## src/rtl/tlb_pkg.sv

```systemverilog
// Package: shared defaults and the install-source encoding for the TLB.
// Assumes: every module of the TLB imports it; nothing here holds state.
package tlb_pkg;
    localparam int unsigned TLB_ENTRIES_DEF = 8;
    localparam int unsigned TLB_VPN_W_DEF   = 20;
    localparam int unsigned TLB_PFN_W_DEF   = 20;

    // Which write port drives an install in the current cycle.
    typedef enum logic [1:0] {
        SRC_NONE = 2'd0,
        SRC_WALK = 2'd1,
        SRC_SW   = 2'd2
    } fill_src_e;
endpackage

```

## src/rtl/tlb_match.sv

```systemverilog
// Module: parallel tag compare of one page number against all entries.
// Assumes: valid_i marks live entries; the result is a vector with one bit per entry.
module tlb_match #(
    parameter int unsigned ENTRIES = tlb_pkg::TLB_ENTRIES_DEF,
    parameter int unsigned VPN_W   = tlb_pkg::TLB_VPN_W_DEF
) (
    input  logic               req_i,
    input  logic [VPN_W-1:0]   vpn_i,
    input  logic [ENTRIES-1:0] valid_i,
    input  logic [VPN_W-1:0]   tag_i [ENTRIES],
    output logic [ENTRIES-1:0] match_o
);
    for (genvar g = 0; g < ENTRIES; g++) begin : g_cmp
        // One comparator per entry; an invalid entry cannot match.
        always_comb match_o[g] = req_i && valid_i[g] && (tag_i[g] == vpn_i);
    end
endmodule

```

## src/rtl/tlb_store.sv

```systemverilog
// Module: entry storage (valid flag, page tag, frame) with one write port and flush.
// Assumes: flush outranks the write; wr_idx_i is in range.
module tlb_store #(
    parameter int unsigned ENTRIES = tlb_pkg::TLB_ENTRIES_DEF,
    parameter int unsigned VPN_W   = tlb_pkg::TLB_VPN_W_DEF,
    parameter int unsigned PFN_W   = tlb_pkg::TLB_PFN_W_DEF,
    localparam int unsigned IDX_W  = $clog2(ENTRIES)
) (
    input  logic               clk,
    input  logic               rst_n,
    input  logic               flush_i,
    input  logic               we_i,
    input  logic [IDX_W-1:0]   wr_idx_i,
    input  logic [VPN_W-1:0]   wr_vpn_i,
    input  logic [PFN_W-1:0]   wr_pfn_i,
    output logic [ENTRIES-1:0] valid_o,
    output logic [VPN_W-1:0]   vpn_o [ENTRIES],
    output logic [PFN_W-1:0]   pfn_o [ENTRIES]
);
    for (genvar g = 0; g < ENTRIES; g++) begin : g_ent
        // Valid flag: cleared by reset or flush, set by a write to this slot.
        always_ff @(posedge clk) begin
            if (!rst_n || flush_i)
                valid_o[g] <= 1'b0;
            else if (we_i && wr_idx_i == IDX_W'(g))
                valid_o[g] <= 1'b1;
        end

        // Tag and frame payload: loaded on a write to this slot.
        always_ff @(posedge clk) begin
            if (!rst_n) begin
                vpn_o[g] <= '0;
                pfn_o[g] <= '0;
            end else if (we_i && !flush_i && wr_idx_i == IDX_W'(g)) begin
                vpn_o[g] <= wr_vpn_i;
                pfn_o[g] <= wr_pfn_i;
            end
        end
    end

    // a flush leaves no valid entry behind.
    a_r6_flush_empties: assert property (@(posedge clk) disable iff (!rst_n)
        flush_i |=> (valid_o == '0));

    // an accepted write is present at the next cycle in the chosen slot.
    a_r5_write_lands: assert property (@(posedge clk) disable iff (!rst_n)
        (we_i && !flush_i) |=> (valid_o[$past(wr_idx_i)] &&
                                vpn_o[$past(wr_idx_i)] == $past(wr_vpn_i) &&
                                pfn_o[$past(wr_idx_i)] == $past(wr_pfn_i)));
endmodule

```

## src/rtl/tlb_victim.sv

```systemverilog
// Module: chooses the slot for an install and keeps the round-robin pointer.
// Assumes: dup_i is the match vector of the install page (at most one bit set).
module tlb_victim #(
    parameter int unsigned ENTRIES = tlb_pkg::TLB_ENTRIES_DEF,
    localparam int unsigned IDX_W  = $clog2(ENTRIES)
) (
    input  logic               clk,
    input  logic               rst_n,
    input  logic               fire_i,
    input  logic [ENTRIES-1:0] valid_i,
    input  logic [ENTRIES-1:0] dup_i,
    output logic [IDX_W-1:0]   idx_o,
    output logic               is_dup_o
);
    logic [IDX_W-1:0] rr_ptr_q;
    logic [IDX_W-1:0] dup_idx;
    logic [IDX_W-1:0] free_idx;
    logic             any_free;

    // Encode the slot already holding the page, if any.
    always_comb begin
        dup_idx = '0;
        for (int i = 0; i < ENTRIES; i++)
            if (dup_i[i]) dup_idx = IDX_W'(i);
    end

    // Find the lowest-numbered invalid slot.
    always_comb begin
        free_idx = '0;
        any_free = 1'b0;
        for (int i = ENTRIES - 1; i >= 0; i--)
            if (!valid_i[i]) begin
                free_idx = IDX_W'(i);
                any_free = 1'b1;
            end
    end

    // Slot priority: existing copy, then a free slot, then the pointer.
    always_comb begin
        is_dup_o = |dup_i;
        if (is_dup_o)      idx_o = dup_idx;
        else if (any_free) idx_o = free_idx;
        else               idx_o = rr_ptr_q;
    end

    // Round-robin pointer: steps on every install of a new page.
    always_ff @(posedge clk) begin
        if (!rst_n)
            rr_ptr_q <= '0;
        else if (fire_i && !is_dup_o)
            rr_ptr_q <= (rr_ptr_q == IDX_W'(ENTRIES - 1)) ? '0 : rr_ptr_q + 1'b1;
    end

    // overwriting an existing page leaves the pointer alone.
    a_r8_dup_holds_ptr: assert property (@(posedge clk) disable iff (!rst_n)
        (fire_i && is_dup_o) |=> $stable(rr_ptr_q));

    // a full buffer replaces the slot the pointer names.
    a_r7_full_uses_ptr: assert property (@(posedge clk) disable iff (!rst_n)
        (fire_i && !is_dup_o && valid_i == '1) |-> (idx_o == rr_ptr_q));

    // a free slot is always taken before a live one.
    a_r7_free_first: assert property (@(posedge clk) disable iff (!rst_n)
        (fire_i && !is_dup_o && valid_i != '1) |-> !valid_i[idx_o]);
endmodule

```

## src/rtl/tlb_cache.sv

```systemverilog
// Module: fully associative translation buffer, top level.
// Purpose: combinational lookup, miss signalling to a walker or as a trap,
// two install ports (refill beats software), slot selection and flush.
// Assumes: one lookup per cycle; installs become visible one cycle later.
module tlb_cache
    import tlb_pkg::*;
#(
    parameter int unsigned ENTRIES = TLB_ENTRIES_DEF,
    parameter int unsigned VPN_W   = TLB_VPN_W_DEF,
    parameter int unsigned PFN_W   = TLB_PFN_W_DEF,
    localparam int unsigned IDX_W  = $clog2(ENTRIES)
) (
    input  logic             clk,
    input  logic             rst_n,
    input  logic             lk_valid,
    input  logic [VPN_W-1:0] lk_vpn,
    output logic             lk_hit,
    output logic [PFN_W-1:0] lk_pfn,
    input  logic             trap_mode,
    output logic             walk_req,
    output logic             miss_trap,
    input  logic             rf_valid,
    input  logic [VPN_W-1:0] rf_vpn,
    input  logic [PFN_W-1:0] rf_pfn,
    input  logic             sw_we,
    input  logic [VPN_W-1:0] sw_vpn,
    input  logic [PFN_W-1:0] sw_pfn,
    input  logic             flush
);
    logic [ENTRIES-1:0] ent_valid;
    logic [VPN_W-1:0]   ent_vpn [ENTRIES];
    logic [PFN_W-1:0]   ent_pfn [ENTRIES];
    logic [ENTRIES-1:0] lk_match;
    logic [ENTRIES-1:0] fill_match;
    fill_src_e          fill_src;
    logic [VPN_W-1:0]   fill_vpn;
    logic [PFN_W-1:0]   fill_pfn;
    logic               fill_fire;
    logic [IDX_W-1:0]   fill_idx;
    logic               fill_dup;

    // Pick the install source: the refill port outranks the software port.
    always_comb begin
        if (rf_valid)   fill_src = SRC_WALK;
        else if (sw_we) fill_src = SRC_SW;
        else            fill_src = SRC_NONE;
    end

    // Route the chosen port's data; flush cancels any install.
    always_comb begin
        case (fill_src)
            SRC_WALK: begin fill_vpn = rf_vpn; fill_pfn = rf_pfn; end
            SRC_SW:   begin fill_vpn = sw_vpn; fill_pfn = sw_pfn; end
            default:  begin fill_vpn = '0;     fill_pfn = '0;     end
        endcase
        fill_fire = (fill_src != SRC_NONE) && !flush;
    end

    tlb_store #(.ENTRIES(ENTRIES), .VPN_W(VPN_W), .PFN_W(PFN_W)) u_store (
        .clk      (clk),
        .rst_n    (rst_n),
        .flush_i  (flush),
        .we_i     (fill_fire),
        .wr_idx_i (fill_idx),
        .wr_vpn_i (fill_vpn),
        .wr_pfn_i (fill_pfn),
        .valid_o  (ent_valid),
        .vpn_o    (ent_vpn),
        .pfn_o    (ent_pfn)
    );

    tlb_match #(.ENTRIES(ENTRIES), .VPN_W(VPN_W)) u_lk_match (
        .req_i   (lk_valid),
        .vpn_i   (lk_vpn),
        .valid_i (ent_valid),
        .tag_i   (ent_vpn),
        .match_o (lk_match)
    );

    tlb_match #(.ENTRIES(ENTRIES), .VPN_W(VPN_W)) u_fill_match (
        .req_i   (fill_src != SRC_NONE),
        .vpn_i   (fill_vpn),
        .valid_i (ent_valid),
        .tag_i   (ent_vpn),
        .match_o (fill_match)
    );

    tlb_victim #(.ENTRIES(ENTRIES)) u_victim (
        .clk      (clk),
        .rst_n    (rst_n),
        .fire_i   (fill_fire),
        .valid_i  (ent_valid),
        .dup_i    (fill_match),
        .idx_o    (fill_idx),
        .is_dup_o (fill_dup)
    );

    // Frame read-out: OR of the frames gated by the one-hot match.
    always_comb begin
        lk_pfn = '0;
        for (int i = 0; i < ENTRIES; i++)
            if (lk_match[i]) lk_pfn = lk_pfn | ent_pfn[i];
    end

    // Hit and miss reporting; the mode steers a miss to walker or trap.
    always_comb begin
        lk_hit    = |lk_match;
        walk_req  = lk_valid && !lk_hit && !trap_mode;
        miss_trap = lk_valid && !lk_hit &&  trap_mode;
    end

    // the parallel compare never finds two copies of a page.
    a_r2_single_match: assert property (@(posedge clk) disable iff (!rst_n)
        $onehot0(lk_match));

    // a miss goes to exactly one place and never alongside a hit.
    a_r4_miss_exclusive: assert property (@(posedge clk) disable iff (!rst_n)
        !(walk_req && miss_trap) && !(lk_hit && (walk_req || miss_trap)));

    // no hit without a lookup.
    a_r3_no_idle_hit: assert property (@(posedge clk) disable iff (!rst_n)
        !lk_valid |-> !lk_hit);

    // an install of a new page makes one more entry valid.
    a_r5_new_grows: assert property (@(posedge clk) disable iff (!rst_n)
        (fill_fire && !fill_dup && ent_valid != '1) |=>
            ($countones(ent_valid) == $countones($past(ent_valid)) + 1));
endmodule

```

## config.mk

```make
export PLATFORM = sky130hd
export DESIGN_NAME = tlb_cache
export DESIGN_NICKNAME = d
export VERILOG_FILES = /design/src/rtl/tlb_pkg.sv /design/src/rtl/tlb_match.sv /design/src/rtl/tlb_store.sv /design/src/rtl/tlb_victim.sv /design/src/rtl/tlb_cache.sv
export SDC_FILE = /design/constraint.sdc
export NUM_CORES = 1
export LEC_CHECK = 0
export CORE_ASPECT_RATIO = 0.7
export CORE_MARGIN = 4
export CORE_UTILIZATION = 35
export DETAILED_ROUTE_END_ITERATION = 6
export GPL_ROUTABILITY_DRIVEN = 0
export PLACE_DENSITY_LB_ADDON = 0.3
export SYNTH_ARGS = -nofsm -noshare
export SYNTH_HDL_FRONTEND = slang
export SYNTH_HIERARCHICAL = 1
export SYNTH_SLANG_ARGS = --single-unit
```

## constraint.sdc

```tcl
create_clock -name clk -period 11.4 [get_ports clk]
set_input_delay 2.28 -clock clk [delete_from_list [all_inputs] [get_ports clk]]
set_output_delay 2.28 -clock clk [all_outputs]
set_load 0.02 [all_outputs]
```

==> out/metrics.yaml <==
floorplanning:
  initial_core_util_pct: 35.3
  io_pins: 130
  rows: 68
  die_area_mm2: 0.0533
  chipWidth_um: 274
  die_h_um: 194
  core-area_mm2: 0.0492
worst_setup_path:
  cp_max_fo: 21
  worstRegToRegCells: 11
  reg2reg_from: "u_store/vpn_o[8]$_SDFFE_PN0P_"
  cp.required_ps: 9120
  crit_type: "in -> out"
  startpoint: "lk_vpn[17]"
  end_kind: "primary output"
  rrSetupSlack_ps: 6420
  r2r-end: "u_store/vpn_o[122]$_SDFFE_PN0P_"
  cp.arrival_ps: 6040
  startpoint_type: "primary input"
cts:
  cts_made_buffers: 36
  post_cts_resized: 0
  clockRootBuffer: "clkbuf_16"
  htree_levels: 2
  cts_tree: "built"
  clk_pin_slew_ps: 60
  cts.path.max_buffers: 3
  ctsHoldBuffers: 0
  clk-insertion-delay-late_ps: 550
  clock_sinks: 331
  post_cts_buffers: 0
sta:
  period_minus_slack_ps: 8320
  rsz0062_at_grt: "no"
  fin_setup_tns_ps: 0
  worst_pin_slew_ps: 1120
  fin_crit_sh_pct: 73.0
  setup_viol: 0
  hold_violations: 0
  skew_ps: 31.0
  slew_headroom_pct: 24.8
  fmax_ghz: 0.120
  maxSlewViolCount: 0
route:
  routedWlPerCell_um: 22.6
  drc: 0
  dr.pass1.iters: 7
  vias: 14300
  ant_nets: 0
  viasPerCell: 5.41
  drtIter0Drc: 1712
  wirelength_um: 59700
grt:
  antenna_found_initial: 4
  track_usage_pct: 21.7
  overflow: 0
  grt_pass1_wl_um: 88300
  grt_pass1_vias: 13800
  grt_max_degree: 177
power:
  power.leakage_nw: 7.82
  swShare_pct: 25.7
  p_int_mw: 1.95
  seqPwrFrac_pct: 44.7
  ir_drop_v: 0.0000899
  power_mw: 2.62
  switchingPower_uw: 674
  pwr-share-clk_pct: 44.9
  power_density_mw_per_mm2: 130
  combPwrFrac_pct: 10.4
synth:
  synth_async_sr_flop_share_pct: 0
  yosys-top-cells-area: "dfxtp_1 (38%), mux2i_1 (19%), xnor2_1 (9.7%)"
  yosysWarnings: 6
  yosysMostFrequentCell: "nand2_1"
  netlist_instances: 1884
  avgSynthCellArea_um2: 9.22
  synthesis.nets: 1993
  yosysUniqueCellTypes: 43
  syn-cell-area_mm2: 0.0174
  ys_seq_area_share_pct: 38.1
  synthTopCellsByCount: "nand2_1 (441), dfxtp_1 (331), mux2i_1 (322), xnor2_1 (192), xor2_1 (128)"
  yosysTopAreaCell: "dfxtp_1"
  ys.flop_type: "dfxtp_1"
  synth_top_area_share_pct: 38.1
  synth_seq_cells: 331
  synth_edf_count: 0
run:
  drv_cap: 0
place:
  hpwl_um: 39700
  io_buffer_count: 129
layout:
  drive_above_1_share_pct: 6.40
  nFillCells: 4848
  area_growth_syn_to_layout_pct: 16.4
  fin_util_pct: 41.1
  nets: 2050
min_path:
  hold_path.class: "reg -> reg"
  hold_end: "u_store/pfn_o[34]$_SDFFE_PN0P_"
  min_path_cells: 2
  worstHoldStart: "u_store/pfn_o[34]$_SDFFE_PN0P_"
run_status:
  status: "completed"
==> critical path, cell delays in order <==
cell and delay (ps):
clkdlybuf4s50_1 810, xor2_1 310, nor4_1 480, nand4_1 370
nor4_4 400, buf_4 400, a22oi_1 190, nand4_1 120
clkdlybuf4s50_1 650
==> worst max path at each step <==
stage,end,slack [ps],cells past startpoint
after global routing,lk_pfn[16],3110,9
final,lk_pfn[11],3080,9
after CTS,lk_pfn[14],3200,9
after floorplan,lk_pfn[13],5200,8
after global placement,lk_pfn[0],3260,9
after detailed placement,u_store/pfn_o[135]$_SDFFE_PN0P_,3130,14
==> cell usage in the layout, fill, tap and decap left out, types with 4 or more instances in the layout <==
| cell type | Yosys | layout |
|---|---|---|
| a21oi_1 | 5 | 5 |
| a22oi_1 | 81 | 81 |
| a31oi_1 | 4 | 4 |
| buf_4 | 8 | 36 |
| clkbuf_1 | 67 | 11 |
| clkbuf_16 | 0 | 36 |
| clkdlybuf4s50_1 | 0 | 126 |
| clkinv_2 | 0 | 8 |
| dfxtp_1 | 331 | 331 |
| mux2i_1 | 322 | 322 |
| nand2_1 | 441 | 440 |
| nand4_1 | 86 | 86 |
| nor2_1 | 14 | 13 |
| nor2b_1 | 7 | 7 |
| nor4_1 | 32 | 32 |
| nor4_2 | 18 | 10 |
| nor4_4 | 0 | 8 |
| o21ai_1 | 37 | 33 |
| o21ai_2 | 0 | 4 |
| xnor2_1 | 192 | 192 |
| xor2_1 | 128 | 128 |
==> metrics by stage <==
| step | hold WS (ps) | setup WS, ps | instances | area, um^2 |
|---|---|---|---|---|
| 4_1_cts | 457 | 3200 | 2633 | 20200 |
| 5_1_grt | 471 | 3110 | 2636 | 20200 |
| 3_5_place_dp | 449 | 3130 | 2568 | 19100 |
| 3_3_place_gp | 442 | 3260 | 2568 | 19100 |
| 6_report | 455 | 3080 | 2636 | 20200 |
| 2_1_floorplan | 435 | 5200 | 1884 | 17400 |
==> cell families (layout without fill, tap and decap cells) <==
| family | Yosys count | count (layout) | synth area share (%) |
|---|---|---|---|
| other | 0 | 3 | 0 |
| AO/OA/AOI/OAI | 138 | 138 | 5.37 |
| multiplexers | 322 | 322 | 18.5 |
| XOR/XNOR | 320 | 320 | 16.1 |
| buffers and inverters | 150 | 234 | 4.99 |
| AND/OR/NAND/NOR | 621 | 621 | 16.7 |
| adder cells (fa/ha/maj) | 2 | 2 | 0.144 |
| flip-flops | 331 | 331 | 38.1 |
==> routing by layer <==
metal	up-vias	wire length [um]	GRT usage, %
met5	-	20	0
met4	2	1680	6.76
met3	122	5040	4.44
met2	588	25700	32.3
met1	6991	27300	31.4
li1	6555	-	-
==> power by group through the flow <==
stage / Clock [mW] / Sequential, mW / Combinational [mW]
after floorplan: 0 / 1.19 / 0.172
after global placement: 0 / 1.20 / 0.264
after detailed placement: 0 / 1.20 / 0.268
after CTS: 1.20 / 1.17 / 0.268
after global routing: 1.24 / 1.17 / 0.288
final: 1.18 / 1.17 / 0.273
==> area by class of cell <==
class	instances	area, um^2	area share, %
multi-input cells	1403	10000	49.4
flip-flops and latches	331	6630	32.8
repair buffers	166	1590	7.87
diodes	3	7.51	0.0371
clock inverters	15	183	0.903
inverters	3	11.3	0.0557
clock buffers	50	983	4.86
well taps	665	832	4.11
==> sequential cells by signal (all words and copies together), names as in the netlist <==
name	flops
u_store/pfn_o	160
u_store/vpn_o	160
u_store/valid_o	8
u_victim/rr_ptr_q	3
Power figures use the tool's default switching activity.
